**config.mk**
```make
export PLATFORM = sky130hd
export DESIGN_NAME = pin_qualifier
export DESIGN_NICKNAME = d
export VERILOG_FILES = /design/src/rtl/qual_pkg.sv /design/src/rtl/qual_ctrl.sv /design/src/rtl/qual_dp.sv /design/src/rtl/pin_qualifier.sv
export SDC_FILE = /design/constraint.sdc
export NUM_CORES = 1
export LEC_CHECK = 0
export BUFFER_PORTS_ARGS = -buffer_cell sky130_fd_sc_hd__buf_4
export CAP_MARGIN = 20
export CORE_ASPECT_RATIO = 0.7
export CORE_MARGIN = 2
export CORE_UTILIZATION = 58
export CTS_CLUSTER_DIAMETER = 200
export DETAILED_ROUTE_END_ITERATION = 7
export HOLD_SLACK_MARGIN = 0.05
export PLACE_DENSITY_LB_ADDON = 0.15
export REMOVE_ABC_BUFFERS = 1
export SLEW_MARGIN = 25
export SYNTH_ARGS = -nofsm -noshare
export SYNTH_HDL_FRONTEND = slang
export SYNTH_HIERARCHICAL = 1
export SYNTH_SLANG_ARGS = --single-unit
```
**constraint.sdc**
```tcl
create_clock -name clk -period 2.75 [get_ports clk]
set_input_delay 0.55 -clock clk [delete_from_list [all_inputs] [get_ports clk]]
set_output_delay 0.55 -clock clk [all_outputs]
set_load 0.02 [all_outputs]
```
**src/rtl/qual_pkg.sv**
```systemverilog
package qual_pkg;

  typedef enum logic [1:0] {
    MODE_SYNC  = 2'b00,
    MODE_QUAL3 = 2'b01,
    MODE_QUAL6 = 2'b10,
    MODE_ASYNC = 2'b11
  } qualMode_e;

  // Strobes from control to datapath
  typedef struct packed {
    logic sampleStb;   // take one qualification sample this cycle
    logic clearMatch;  // mode changed: drop the partial run
  } qualCtl_t;

endpackage

```
**src/rtl/qual_ctrl.sv**
```systemverilog
module qual_ctrl
  import qual_pkg::*;
#(
  parameter int PERIOD_W = 8
) (
  input  logic                clk,
  input  logic                rstN,
  input  logic [1:0]          modeSel,
  input  logic [PERIOD_W-1:0] periodSel,
  output qualCtl_t            ctl
);

  localparam int TICK_W = PERIOD_W + 1;

  logic [PERIOD_W-1:0] periodQ;
  logic [1:0]          modeQ;
  logic [TICK_W-1:0]   tickCnt;
  logic [TICK_W-1:0]   tickLimit;
  logic                periodMoved;
  logic                modeMoved;

  // A sample every 2*N clocks, or every clock for N = 0
  always_comb begin
    if (periodSel == '0) tickLimit = '0;
    else                 tickLimit = {periodSel, 1'b0} - TICK_W'(1);
  end

  assign periodMoved = (periodSel != periodQ);
  assign modeMoved   = (modeSel != modeQ);

  always_ff @(posedge clk or negedge rstN) begin
    if (!rstN) begin
      periodQ <= '0;
      modeQ   <= MODE_SYNC;
      tickCnt <= '0;
    end else begin
      periodQ <= periodSel;
      modeQ   <= modeSel;
      if (periodMoved || (tickCnt >= tickLimit)) tickCnt <= '0;
      else                                       tickCnt <= tickCnt + TICK_W'(1);
    end
  end

  assign ctl.sampleStb  = (tickCnt >= tickLimit) && !periodMoved;
  assign ctl.clearMatch = modeMoved;

endmodule

```
**src/rtl/qual_dp.sv**
```systemverilog
module qual_dp
  import qual_pkg::*;
#(
  parameter int SYNC_STAGES   = 2,
  parameter int SHALLOW_COUNT = 3,
  parameter int DEEP_COUNT    = 6,
  localparam int CNT_W        = $clog2(DEEP_COUNT + 1)
) (
  input  logic             clk,
  input  logic             rstN,
  input  logic             pinIn,
  input  logic [1:0]       modeSel,
  input  qualCtl_t         ctl,
  output logic             levelQ,
  output logic [CNT_W-1:0] matchCnt,
  output logic             qualOut
);

  localparam logic [CNT_W-1:0] NEED_SHALLOW = CNT_W'(SHALLOW_COUNT);
  localparam logic [CNT_W-1:0] NEED_DEEP    = CNT_W'(DEEP_COUNT);

  logic [SYNC_STAGES-1:0] syncQ;
  logic                   syncTail;
  logic [CNT_W-1:0]       needCnt;
  logic                   qualifying;

  for (genvar i = 0; i < SYNC_STAGES; i++) begin : g_sync
    if (i == 0) begin : g_first
      always_ff @(posedge clk or negedge rstN) begin
        if (!rstN) syncQ[0] <= 1'b0;
        else       syncQ[0] <= pinIn;
      end
    end else begin : g_next
      always_ff @(posedge clk or negedge rstN) begin
        if (!rstN) syncQ[i] <= 1'b0;
        else       syncQ[i] <= syncQ[i-1];
      end
    end
  end

  assign syncTail   = syncQ[SYNC_STAGES-1];
  assign qualifying = (modeSel == MODE_QUAL3) || (modeSel == MODE_QUAL6);
  assign needCnt    = (modeSel == MODE_QUAL6) ? NEED_DEEP : NEED_SHALLOW;

  always_ff @(posedge clk or negedge rstN) begin
    if (!rstN) begin
      levelQ   <= 1'b0;
      matchCnt <= '0;
    end else if (!qualifying) begin
      levelQ   <= syncTail;
      matchCnt <= '0;
    end else if (ctl.clearMatch) begin
      matchCnt <= '0;
    end else if (ctl.sampleStb) begin
      if (syncTail == levelQ) begin
        matchCnt <= '0;
      end else if (matchCnt + CNT_W'(1) >= needCnt) begin
        levelQ   <= syncTail;
        matchCnt <= '0;
      end else begin
        matchCnt <= matchCnt + CNT_W'(1);
      end
    end
  end

  assign qualOut = (modeSel == MODE_ASYNC) ? pinIn : levelQ;

endmodule

```
**src/rtl/pin_qualifier.sv**
```systemverilog
module pin_qualifier
  import qual_pkg::*;
#(
  parameter int PERIOD_W      = 8,
  parameter int SYNC_STAGES   = 2,
  parameter int SHALLOW_COUNT = 3,
  parameter int DEEP_COUNT    = 6,
  localparam int CNT_W        = $clog2(DEEP_COUNT + 1)
) (
  input  logic                clk,
  input  logic                rstN,
  input  logic                pinIn,
  input  logic [1:0]          modeSel,
  input  logic [PERIOD_W-1:0] periodSel,
  output logic                qualOut
);

  qualCtl_t         ctl;
  logic             levelQ;
  logic [CNT_W-1:0] matchCnt;

  qual_ctrl #(.PERIOD_W(PERIOD_W)) u_ctrl (
    .clk       (clk),
    .rstN      (rstN),
    .modeSel   (modeSel),
    .periodSel (periodSel),
    .ctl       (ctl)
  );

  qual_dp #(
    .SYNC_STAGES   (SYNC_STAGES),
    .SHALLOW_COUNT (SHALLOW_COUNT),
    .DEEP_COUNT    (DEEP_COUNT)
  ) u_dp (
    .clk      (clk),
    .rstN     (rstN),
    .pinIn    (pinIn),
    .modeSel  (modeSel),
    .ctl      (ctl),
    .levelQ   (levelQ),
    .matchCnt (matchCnt),
    .qualOut  (qualOut)
  );

endmodule

```
# Word level (Yosys, flattened, before mapping)

Index checks and enable logic that the tools add are counted.

Register bits after elaboration: 25
Input port bits: 13
Output and inout port bits: 1
Logic and storage cells: 43

$add $sub $neg: 3
Order comparisons: 2
Eq/ne operators: 11
Muxes and demuxes: 14
Reductions and logical operators: 6

Operator list:

| operator              | number |
|---|---|
| $mux W3               | 6 |
| $mux W9               | 2 |
| $add A9 B1 Y9 const B | 1 |
| $ge A9 B9 Y1          | 1 |
| $sub A9 B1 Y9 const B | 1 |
| $logic_not A8 Y1      | 1 |
| $ne A2 B2 Y1 const B  | 4 |
| $ne A8 B8 Y1          | 1 |
| $mux W1               | 6 |
| $eq A2 B2 Y1 const B  | 2 |
| $reduce_and A4 Y1     | 1 |
| $add A3 B1 Y3 const B | 1 |
| $ge A3 B3 Y1          | 1 |
| $ne A3 B3 Y1 const B  | 1 |
| $eq A2 B1 Y1 const B  | 1 |
| $logic_or A1 B1 Y1    | 2 |
| $ne A2 B2 Y1          | 1 |
| $eq A1 B1 Y1          | 1 |
| $logic_and A1 B1 Y1   | 1 |
| $logic_not A1 Y1      | 1 |

# Longest topological paths before layout

Gate-level depths: netlist of the first run.

Word-level depth: 8
Depth in mapped cells: 15
Mapped depth without buffers: 15

# Hierarchy

The synthesis of the first run kept the hierarchy.

Modules (own cells, without submodules):

| module    | instances | cells an instance | area each (µm²) | sequential area each (µm²) |
|---|---|---|---|---|
| qual_ctrl | 1         | 112               | 1168.6          | 475.5 |
| qual_dp   | 1         | 34                | 354.1           | 150.1 |

# Least setup slack after synthesis of the first run

OpenSTA, ideal clock, no wires.

Kind: input port to flip-flop
Start: input port periodSel[2]
End: register u_dp.levelQ
Setup time: 0.125 ns
Arrival: 3.160 ns
Required time: 2.625 ns
Path slack: -0.535 ns
Stages: 12
Path buffers: 0
Cell sequence: or4_4 > nor2_1 > xor2_1 > nand2_1 > ha_1 > nand4_1 > or3_1 > o311ai_2 > nor2b_1 > nor2b_1 > o21a_1 > mux2_4

RTL lines:

| item                 | RTL line            | text |
|---|---|---|
| start, declared      | pin_qualifier.sv:14 | `input logic [PERIOD_W-1:0] periodSel,` |
| end signal, assigned | qual_dp.sv:50       | `levelQ <= syncTail;` |
| end signal, assigned | qual_dp.sv:58       | `levelQ <= syncTail;` |
| end, declared        | qual_dp.sv:14       | `output logic levelQ,` |

==> results of run 1 <==
-- sequential cells by signal (all words and copies together) (netlist names) --
signal / cells
u_ctrl/tickCnt: 9
u_ctrl/periodQ: 8
u_dp/matchCnt: 3
u_ctrl/modeQ: 2
u_dp/levelQ: 1
u_dp/syncQ: 1
u_dp/syncTail: 1
-- worst max-delay path, delay by kind of cell --
| kind | cells | cell delay [ns] |
|---|---|---|
| simple gates | 7 | 1.63 |
| mux | 1 | 0.30 |
| fa+ha+maj | 1 | 0.29 |
| compound gates | 2 | 0.25 |
| xor+xnor | 1 | 0.14 |
| buf+inv | 1 | 0.09 |
-- where the power goes --
group	switching (W)	leakage, nW	internal (W)
combinational	0.0000691	0.604	0.0000687
clock	0.000111	0.0228	0.000104
sequential	0.00000990	0.319	0.000380
total	0.000190	0.946	0.000552
-- final cells by class --
| class | instances | area [um^2] |
|---|---|---|
| clock buffer | 4 | 45.0 |
| fill | 154 | 520 |
| inverter | 8 | 30.0 |
| multi-input combinational | 112 | 951 |
| sequential | 25 | 626 |
| tap | 34 | 42.5 |
| timing repair buffer | 34 | 263 |
-- per-stage QoR --
| stage | hold WS, ns | utilization (%) | total power, W | TNS [ns] |
|---|---|---|---|---|
| floorplan | 0.254 | - | 0.000457 | -1.68 |
| global placement | 0.331 | 72.6 | 0.000518 | -2.87 |
| detailed placement | 0.340 | 72.6 | 0.000525 | -3.67 |
| CTS | 0.176 | 77.5 | 0.000746 | -0.780 |
| global route | 0.180 | 79.0 | 0.000779 | -1.84 |
| finish | 0.175 | 79.0 | 0.000742 | -0.938 |
-- layer usage --
metal	GRT usage [%]	up-vias	wire, um
li1	-	581	-
met1	31.4	573	1550
met2	43.1	33	1580
met3	6.24	8	124
met4	9.17	0	73
met5	0	-	0
-- cells by family (layout without fill, tap and decap cells) --
kind of cell	count (synthesis)	in the layout
mux	3	3
buf+inv	9	46
flops	25	25
simple gates	55	55
fa+ha+maj	17	17
compound gates	14	14
xor+xnor	23	23
-- how the worst max path moves through the flow --
stage                 startpoint          end  cells after the start
floorplan           periodSel[2]  u_dp/levelQ                     12
global placement    periodSel[2]  u_dp/levelQ                     13
detailed placement  periodSel[2]  u_dp/levelQ                     13
CTS                 periodSel[2]  u_dp/levelQ                     13
global route        periodSel[2]  u_dp/levelQ                     13
finish              periodSel[2]  u_dp/levelQ                     13
-- cell usage in the layout (no fill, tap or decap), drive strengths merged, types with 2 or more instances in the layout --
cell type	n
buf	34
dfrtp	25
xor2	18
ha	17
nand2	16
nor3	10
inv	8
nor2	7
xnor2	5
nand2b	4
nand3	4
clkbuf	4
a21oi	4
nand4	3
o21ai	3
nor2b	3
o21a	2
nand3b	2
nor4	2
mux2	2
-- what timing repair did --
action / 4_1_cts / 5_1_grt
pin swaps: 5 / 1
hold buffers: 0 / 0
resized for setup: 16 / 6
endpoints found under the setup margin: 4 / 4
buffers inserted: 1 / 1
endpoints found under the hold margin: 0 / 0
==> qor.tcl, run 1 <==
set qor(run_status) {complete, but fails checks}
set qor(failed_checks) {negative setup slack}
set qor(cp_data_arrival_time_ns) 3.25
set qor(reg2reg_to) {u_dp/levelQ}
set qor(gp_congestion) 0.863
set qor(layout_min_cycle_time_ns) 3.10
set qor(gr-total-overflow) 0
set qor(die_height_um) 46.9
set qor(clock-root-buffer) {sky130_fd_sc_hd__clkbuf_8}
set qor(post-synth-top-count-cell) {sky130_fd_sc_hd__dfrtp_1}
set qor(fmax_ghz) 0.323
set qor(grt_antenna_before_repair) 0
set qor(cts_tree) {done}
set qor(grt_pass1_wl_um) 5540
set qor(synth.cell_area_um2) 1520
set qor(synth_sequential_area_ratio_pct) 41.1
set qor(final-hold-violation-count) 0
set qor(ioPinCount) 14
set qor(worst_r2r_path_depth) 8
set qor(routedWlPerCell_um) 15.3
set qor(max-vdd-ir-drop_mv) 0.369
set qor(setup_viol) 4
set qor(finish.instance_area_um2) 1960
set qor(place_inst) 211
set qor(cp.required_ns) 2.91
set qor(syn-instance-count) 146
set qor(worstSkewPairLatency_ns) 0.27
set qor(top_cell_type_s_share_of_synthesized_area_pct) 41.1
set qor(synth_adder_area_share_pct) 14.0
set qor(placed_area_um2) 1800
set qor(synth_mux_area_share_pct) 2.38
set qor(route.detailed.vias_per_inst) 5.51
set qor(synth_cell_type_count) 36
set qor(synth-compound-area-share_pct) 6.49
set qor(setup.worst_path.end_class) {flip-flop}
set qor(count_of_maximum_capacitance_violations) 0
set qor(cts.clk_slew.worst_paths_ns) 0.08
set qor(ant_nets) 0
set qor(synth_common_cells) {25 x sky130_fd_sc_hd__dfrtp_1, 18 x sky130_fd_sc_hd__xor2_1, 17 x sky130_fd_sc_hd__ha_1}
set qor(number_of_buffers_on_the_longest_clock_path) 2
set qor(grt_util_all_layers_pct) 24.9
set qor(power.density_nw_per_um2) 379
set qor(vias) 1195
set qor(report.final.slew_viol_count) 0
set qor(numClockSinks) 25
set qor(timing_worst_setup_path_type) {primary input to flip-flop}
set qor(async_reset_ff_share_pct) 100
set qor(worst_pin_slew_ns) 0.496
set qor(hp-class) {primary input to async pin}
set qor(drive_above_1_share_pct) 33.9
set qor(synth_area_per_cell_um2) 10.4
set qor(xor_xnor_share_of_the_synthesized_area_pct) 13.2
set qor(synth_top_family_by_area) {simple AND/OR/NAND/NOR gates}
set qor(cts_buffers) 3
set qor(stdcell_count) 217
set qor(post_synth_main_area_contributors) {sky130_fd_sc_hd__dfrtp_1 41%, sky130_fd_sc_hd__ha_1 14%, sky130_fd_sc_hd__xor2_1 10%}
set qor(die_width_um) 65.2
set qor(drc) 0
set qor(worst_setup_path_start_kind) {primary input}
set qor(synth_largest_area_cell) {sky130_fd_sc_hd__dfrtp_1}
set qor(core_region_area_um2) 2480
set qor(rows) 15
set qor(cts-htree-levels) 1
set qor(finalWorstSetupSlack_ns) -0.347
set qor(flop_and_latch_count_out_of_synthesis) 25
set qor(die_area_um2) 3060
set qor(delay_of_the_slowest_critical_path_stage_ns) 0.56
set qor(timing.critical_path.slowest_stage_cell) {sky130_fd_sc_hd__or4_4}
set qor(startpoint_of_the_lowest_slack_register_to_register_path) {u_ctrl/tickCnt[6]}
set qor(start_util_pct) 61.5
set qor(drt-pass1-iter-count) 4
set qor(first_iter_violations) 112
set qor(pre_cts_ws_ns) -0.714
set qor(insertedDiodeCount) 0
set qor(layout-area-overhead-vs-synth_pct) 28.5
set qor(rsz0062_at_grt) {true}
set qor(timing.slew.headroom_pct) 66.6
set qor(grt_start_max_net_pins) 26
set qor(timing.reg2reg.setup_slack_ns) 0.43
set qor(cp_max_fo) 2
set qor(cellLeakagePower_nw) 0.946
set qor(drt_wl_total_um) 3330
set qor(cpMostUsedCell) {sky130_fd_sc_hd__nor2b_4}
set qor(period_share_pct) 113
set qor(post-dp-hpwl_um) 2420
set qor(synthFlopType) {sky130_fd_sc_hd__dfrtp_1}
set qor(ys.warnings.count) 6
set qor(synth_simple_gate_area_share_pct) 20.4
set qor(crit_chain) {buf_6, or4_4, nor2_2, xor2_1, nand2_1, ha_1, nand4_1, or3_1, o311ai_2, nor2b_4, nor2b_4, o21a_1, mux2_4}
set qor(io_buffer_count) 13
set qor(grt_pass1_vias) 1195
set qor(finalClockSkew_ns) 0.00261
set qor(final_net_count) 214
set qor(synth_enable_flop_cells) 0
(Power assumes the default switching activity.)
==> run 2, diff against run 1 <==
--- a/config.mk
+++ b/config.mk
@@ -9,7 +9,7 @@
 export CAP_MARGIN = 20
 export CORE_ASPECT_RATIO = 0.7
 export CORE_MARGIN = 2
-export CORE_UTILIZATION = 58
+export CORE_UTILIZATION = 55
 export CTS_CLUSTER_DIAMETER = 200
 export DETAILED_ROUTE_END_ITERATION = 7
 export HOLD_SLACK_MARGIN = 0.05
==> run 2 against run 1 <==
  * Register-to-register slack hardly changed
  * Non-clock buffer count rose by 2
  * Sequential share of layout area decreased by 0.84 points
  * Via count up 0.92%
  * Clock-buffer cell count is the same
  * Critical path depth unchanged
  * Global-route usage shrank 2.9 points
  * Cell area increased by 2.7%
  * Critical path type unchanged
  * Highest routed layer unchanged
  * Clock power up 4%
  * Cell count increased by 0.92%
  * Total power grew 1.3%
  * The flow still finishes with violations (negative setup slack)
==> qor.tcl, run 2 (synthesized netlist as in run 1, its figures left out) <==
set qor(gp_congestion) 0.834 ;# was 0.863
set qor(start_util_pct) 59.7 ;# was 61.5%
set qor(post-dp-hpwl_um) 2260 ;# was 2420 um
set qor(period_share_pct) 112 ;# was 113%
set qor(drive_above_1_share_pct) 35.1 ;# was 33.9%
set qor(max_ffs_per_register) 9 ;# unchanged
set qor(worstSkewPairLatency_ns) 0.28 ;# was 0.27 ns
set qor(core_region_area_um2) 2550 ;# was 2480 um^2
set qor(rsz0062_at_grt) {true} ;# unchanged
set qor(reg2reg_to) {u_dp/levelQ} ;# unchanged
set qor(reg.largest.list) {u_ctrl/tickCnt: 9 flops, u_ctrl/periodQ: 8 flops, u_dp/matchCnt: 3 flops} ;# unchanged
set qor(layout-area-overhead-vs-synth_pct) 32.0 ;# was 28.5%
set qor(route.detailed.vias_per_inst) 5.51 ;# about the same
set qor(sequentialPowerShare_pct) 51.7 ;# was 52.5%
set qor(timing.critical_path.slowest_stage_cell) {sky130_fd_sc_hd__or4_4} ;# unchanged
set qor(vias) 1206 ;# was 1,195
set qor(cpMostUsedCell) {sky130_fd_sc_hd__nor2b_4} ;# unchanged
set qor(gr-total-overflow) 0 ;# unchanged
set qor(timing.reg2reg.setup_slack_ns) 0.43 ;# about the same
set qor(layout_min_cycle_time_ns) 3.07 ;# was 3.10 ns
set qor(grt_util_all_layers_pct) 22.0 ;# was 24.9%
set qor(number_of_buffers_on_the_longest_clock_path) 2 ;# unchanged
set qor(startpoint_of_the_lowest_slack_register_to_register_path) {u_ctrl/tickCnt[0]} ;# was u_ctrl/tickCnt[6]
set qor(final-hold-violation-count) 0 ;# unchanged
set qor(fmax_ghz) 0.325 ;# was 0.323 GHz
set qor(cts-htree-levels) 1 ;# unchanged
set qor(crit_chain) {buf_6, or4_4, nor2_4, xor2_1, nand2_2, ha_4, nand4_1, or3_4, o311ai_4, nor2b_4, nor2b_4, o21a_1, mux2_4} ;# was buf_6, or4_4, nor2_2, xor2_1, nand2_1, ha_1, nand4_1, or3_1, o311ai_2, nor2b_4, nor2b_4, o21a_1, mux2_4
set qor(share_comb_of_total_power_pct) 18.7 ;# was 18.6%
set qor(grt_start_max_net_pins) 26 ;# unchanged
set qor(finalWorstSetupSlack_ns) -0.324 ;# was -0.347 ns
set qor(switching_share_pct) 26.4 ;# was 25.6%
set qor(drc) 0 ;# unchanged
set qor(cp_data_arrival_time_ns) 3.24 ;# was 3.25 ns
set qor(worst_setup_path_start_kind) {primary input} ;# unchanged
set qor(regMostFlops) {u_ctrl/tickCnt} ;# unchanged
set qor(pwr-share-clk_pct) 29.5 ;# was 28.9%
set qor(worst_r2r_path_depth) 9 ;# was 8
set qor(rows) 15 ;# unchanged
set qor(clock-root-buffer) {sky130_fd_sc_hd__clkbuf_8} ;# unchanged
set qor(final_net_count) 216 ;# was 214
set qor(internal_power_w) 0.000554 ;# was 0.000552 W
set qor(die_width_um) 66.9 ;# was 65.2 um
set qor(drt-pass1-iter-count) 4 ;# unchanged
set qor(grt_antenna_before_repair) 0 ;# unchanged
set qor(power.density_nw_per_um2) 374 ;# was 379 nW/um^2
set qor(timing.slew.headroom_pct) 67.7 ;# was 66.6%
set qor(setup.worst_path.end_class) {flip-flop} ;# unchanged
set qor(finalClockSkew_ns) 0.00697 ;# was 0.00261 ns
set qor(routedWlPerCell_um) 15.1 ;# was 15.3 um
set qor(tns_ns) -1.22 ;# was -0.938 ns
set qor(worst_pin_slew_ns) 0.480 ;# was 0.496 ns
set qor(fillerInstances) 166 ;# was 154
set qor(failed_checks) {negative setup slack} ;# unchanged
set qor(max-vdd-ir-drop_mv) 0.314 ;# was 0.369 mV
set qor(cellLeakagePower_nw) 0.980 ;# was 0.946 nW
set qor(io_buffer_count) 13 ;# unchanged
set qor(setup_viol) 10 ;# was 4
set qor(ioPinCount) 14 ;# unchanged
set qor(final_common_cell) {sky130_fd_sc_hd__buf_4} ;# unchanged
set qor(cts.clk_slew.worst_paths_ns) 0.09 ;# was 0.08 ns
set qor(cts_buffers) 3 ;# unchanged
set qor(delay_of_the_slowest_critical_path_stage_ns) 0.57 ;# was 0.56 ns
set qor(final_core_utilization_pct) 78.7 ;# was 79.0%
set qor(die_area_um2) 3210 ;# was 3060 um^2
set qor(grt_pass1_vias) 1111 ;# was 1,195
set qor(count_of_maximum_capacitance_violations) 0 ;# unchanged
set qor(power_switching_w) 0.000198 ;# was 0.000190 W
set qor(run_status) {complete, but fails checks} ;# unchanged
set qor(cp_max_fo) 2 ;# unchanged
set qor(cts_tree) {done} ;# unchanged
set qor(grt_pass1_wl_um) 5060 ;# was 5540 um
set qor(insertedDiodeCount) 0 ;# unchanged
set qor(numClockSinks) 25 ;# unchanged
set qor(cp.required_ns) 2.92 ;# was 2.91 ns
set qor(timing_worst_setup_path_type) {primary input to flip-flop} ;# unchanged
set qor(hp-class) {primary input to async pin} ;# unchanged
set qor(drt_wl_total_um) 3310 ;# was 3330 um
set qor(most-common-layout-cells) {34 x sky130_fd_sc_hd__buf_4, 25 x sky130_fd_sc_hd__dfrtp_1, 18 x sky130_fd_sc_hd__xor2_1, 16 x sky130_fd_sc_hd__ha_1, 14 x sky130_fd_sc_hd__nand2_1} ;# was 32 x sky130_fd_sc_hd__buf_4, 25 x sky130_fd_sc_hd__dfrtp_1, 18 x sky130_fd_sc_hd__xor2_1, 16 x sky130_fd_sc_hd__ha_1, 15 x sky130_fd_sc_hd__nand2_1
set qor(die_height_um) 48.0 ;# was 46.9 um
set qor(hold_ws_ns) 0.158 ;# was 0.175 ns
set qor(ant_nets) 0 ;# unchanged
set qor(report.final.slew_viol_count) 0 ;# unchanged
set qor(first_iter_violations) 107 ;# was 112
==> run 2: metrics by stage <==
stage / total power, W / setup WS [ns] / cells / area, um^2
floorplan: 0.000457 / -0.535 / 145 / 1520
global placement: 0.000519 / -0.610 / 212 / 1810
finish: 0.000752 / -0.324 / 219 / 2010
detailed placement: 0.000525 / -0.713 / 212 / 1810
CTS: 0.000747 / -0.307 / 219 / 1930
global route: 0.000788 / -0.385 / 219 / 2010
==> run 2: worst max path at each step <==
| stage | from | endpoint | slack, ns | cells past startpoint |
|---|---|---|---|---|
| after floorplan | periodSel[2] | u_dp/levelQ | -0.54 | 12 |
| after global placement | periodSel[2] | u_dp/levelQ | -0.61 | 13 |
| after detailed placement | periodSel[2] | u_dp/levelQ | -0.71 | 13 |
| after CTS | periodSel[5] | u_dp/levelQ | -0.31 | 13 |
| after global routing | periodSel[5] | u_dp/matchCnt[2] | -0.38 | 15 |
| final | periodSel[5] | u_dp/levelQ | -0.32 | 13 |
==> run 2: cell type report <==
cell class	instances	area [um^2]	area share [%]
Tap cell	34	42.5	2.12
Inverter	8	30.0	1.49
Sequential cell	25	626	31.1
Multi-Input combinational cell	112	988	49.2
Timing Repair Buffer	36	278	13.8
Clock buffer	4	45.0	2.24
==> run 2: timing repair <==
item	CTS	global route
gates resized for setup	13	14
hold buffers	0	0
pin swaps	8	2
setup endpoints to repair	4	12
setup buffers	3	0
==> run 2: per-layer routing <==
metal | share of wire (%) | track usage [%] | vias to the layer above
met2 | 47 | 36.8 | 29
met5 | 0 | 0 | -
met1 | 48 | 29.9 | 589
li1 | - | - | 583
met4 | 0.94 | 3.67 | 0
met3 | 3.4 | 5.65 | 5
==> run 2: power by group through the flow <==
stage | clock (W) | combinational (W) | sequential, W
after global routing | 0.000243 | 0.000154 | 0.000390
final | 0.000222 | 0.000141 | 0.000389
after floorplan | 0 | 0.0000633 | 0.000393
after detailed placement | 0 | 0.000129 | 0.000396
after CTS | 0.000222 | 0.000136 | 0.000389
after global placement | 0 | 0.000123 | 0.000396
==> run 2: critical path, delay by kind of cell <==
family | cells | cell delay (ns)
muxes | 1 | 0.30
buffers and inverters | 1 | 0.09
adders and majority gates | 1 | 0.27
and+or+nand+nor | 7 | 1.62
AOI/OAI and AO/OA | 2 | 0.22
xor gates and xnor gates | 1 | 0.18
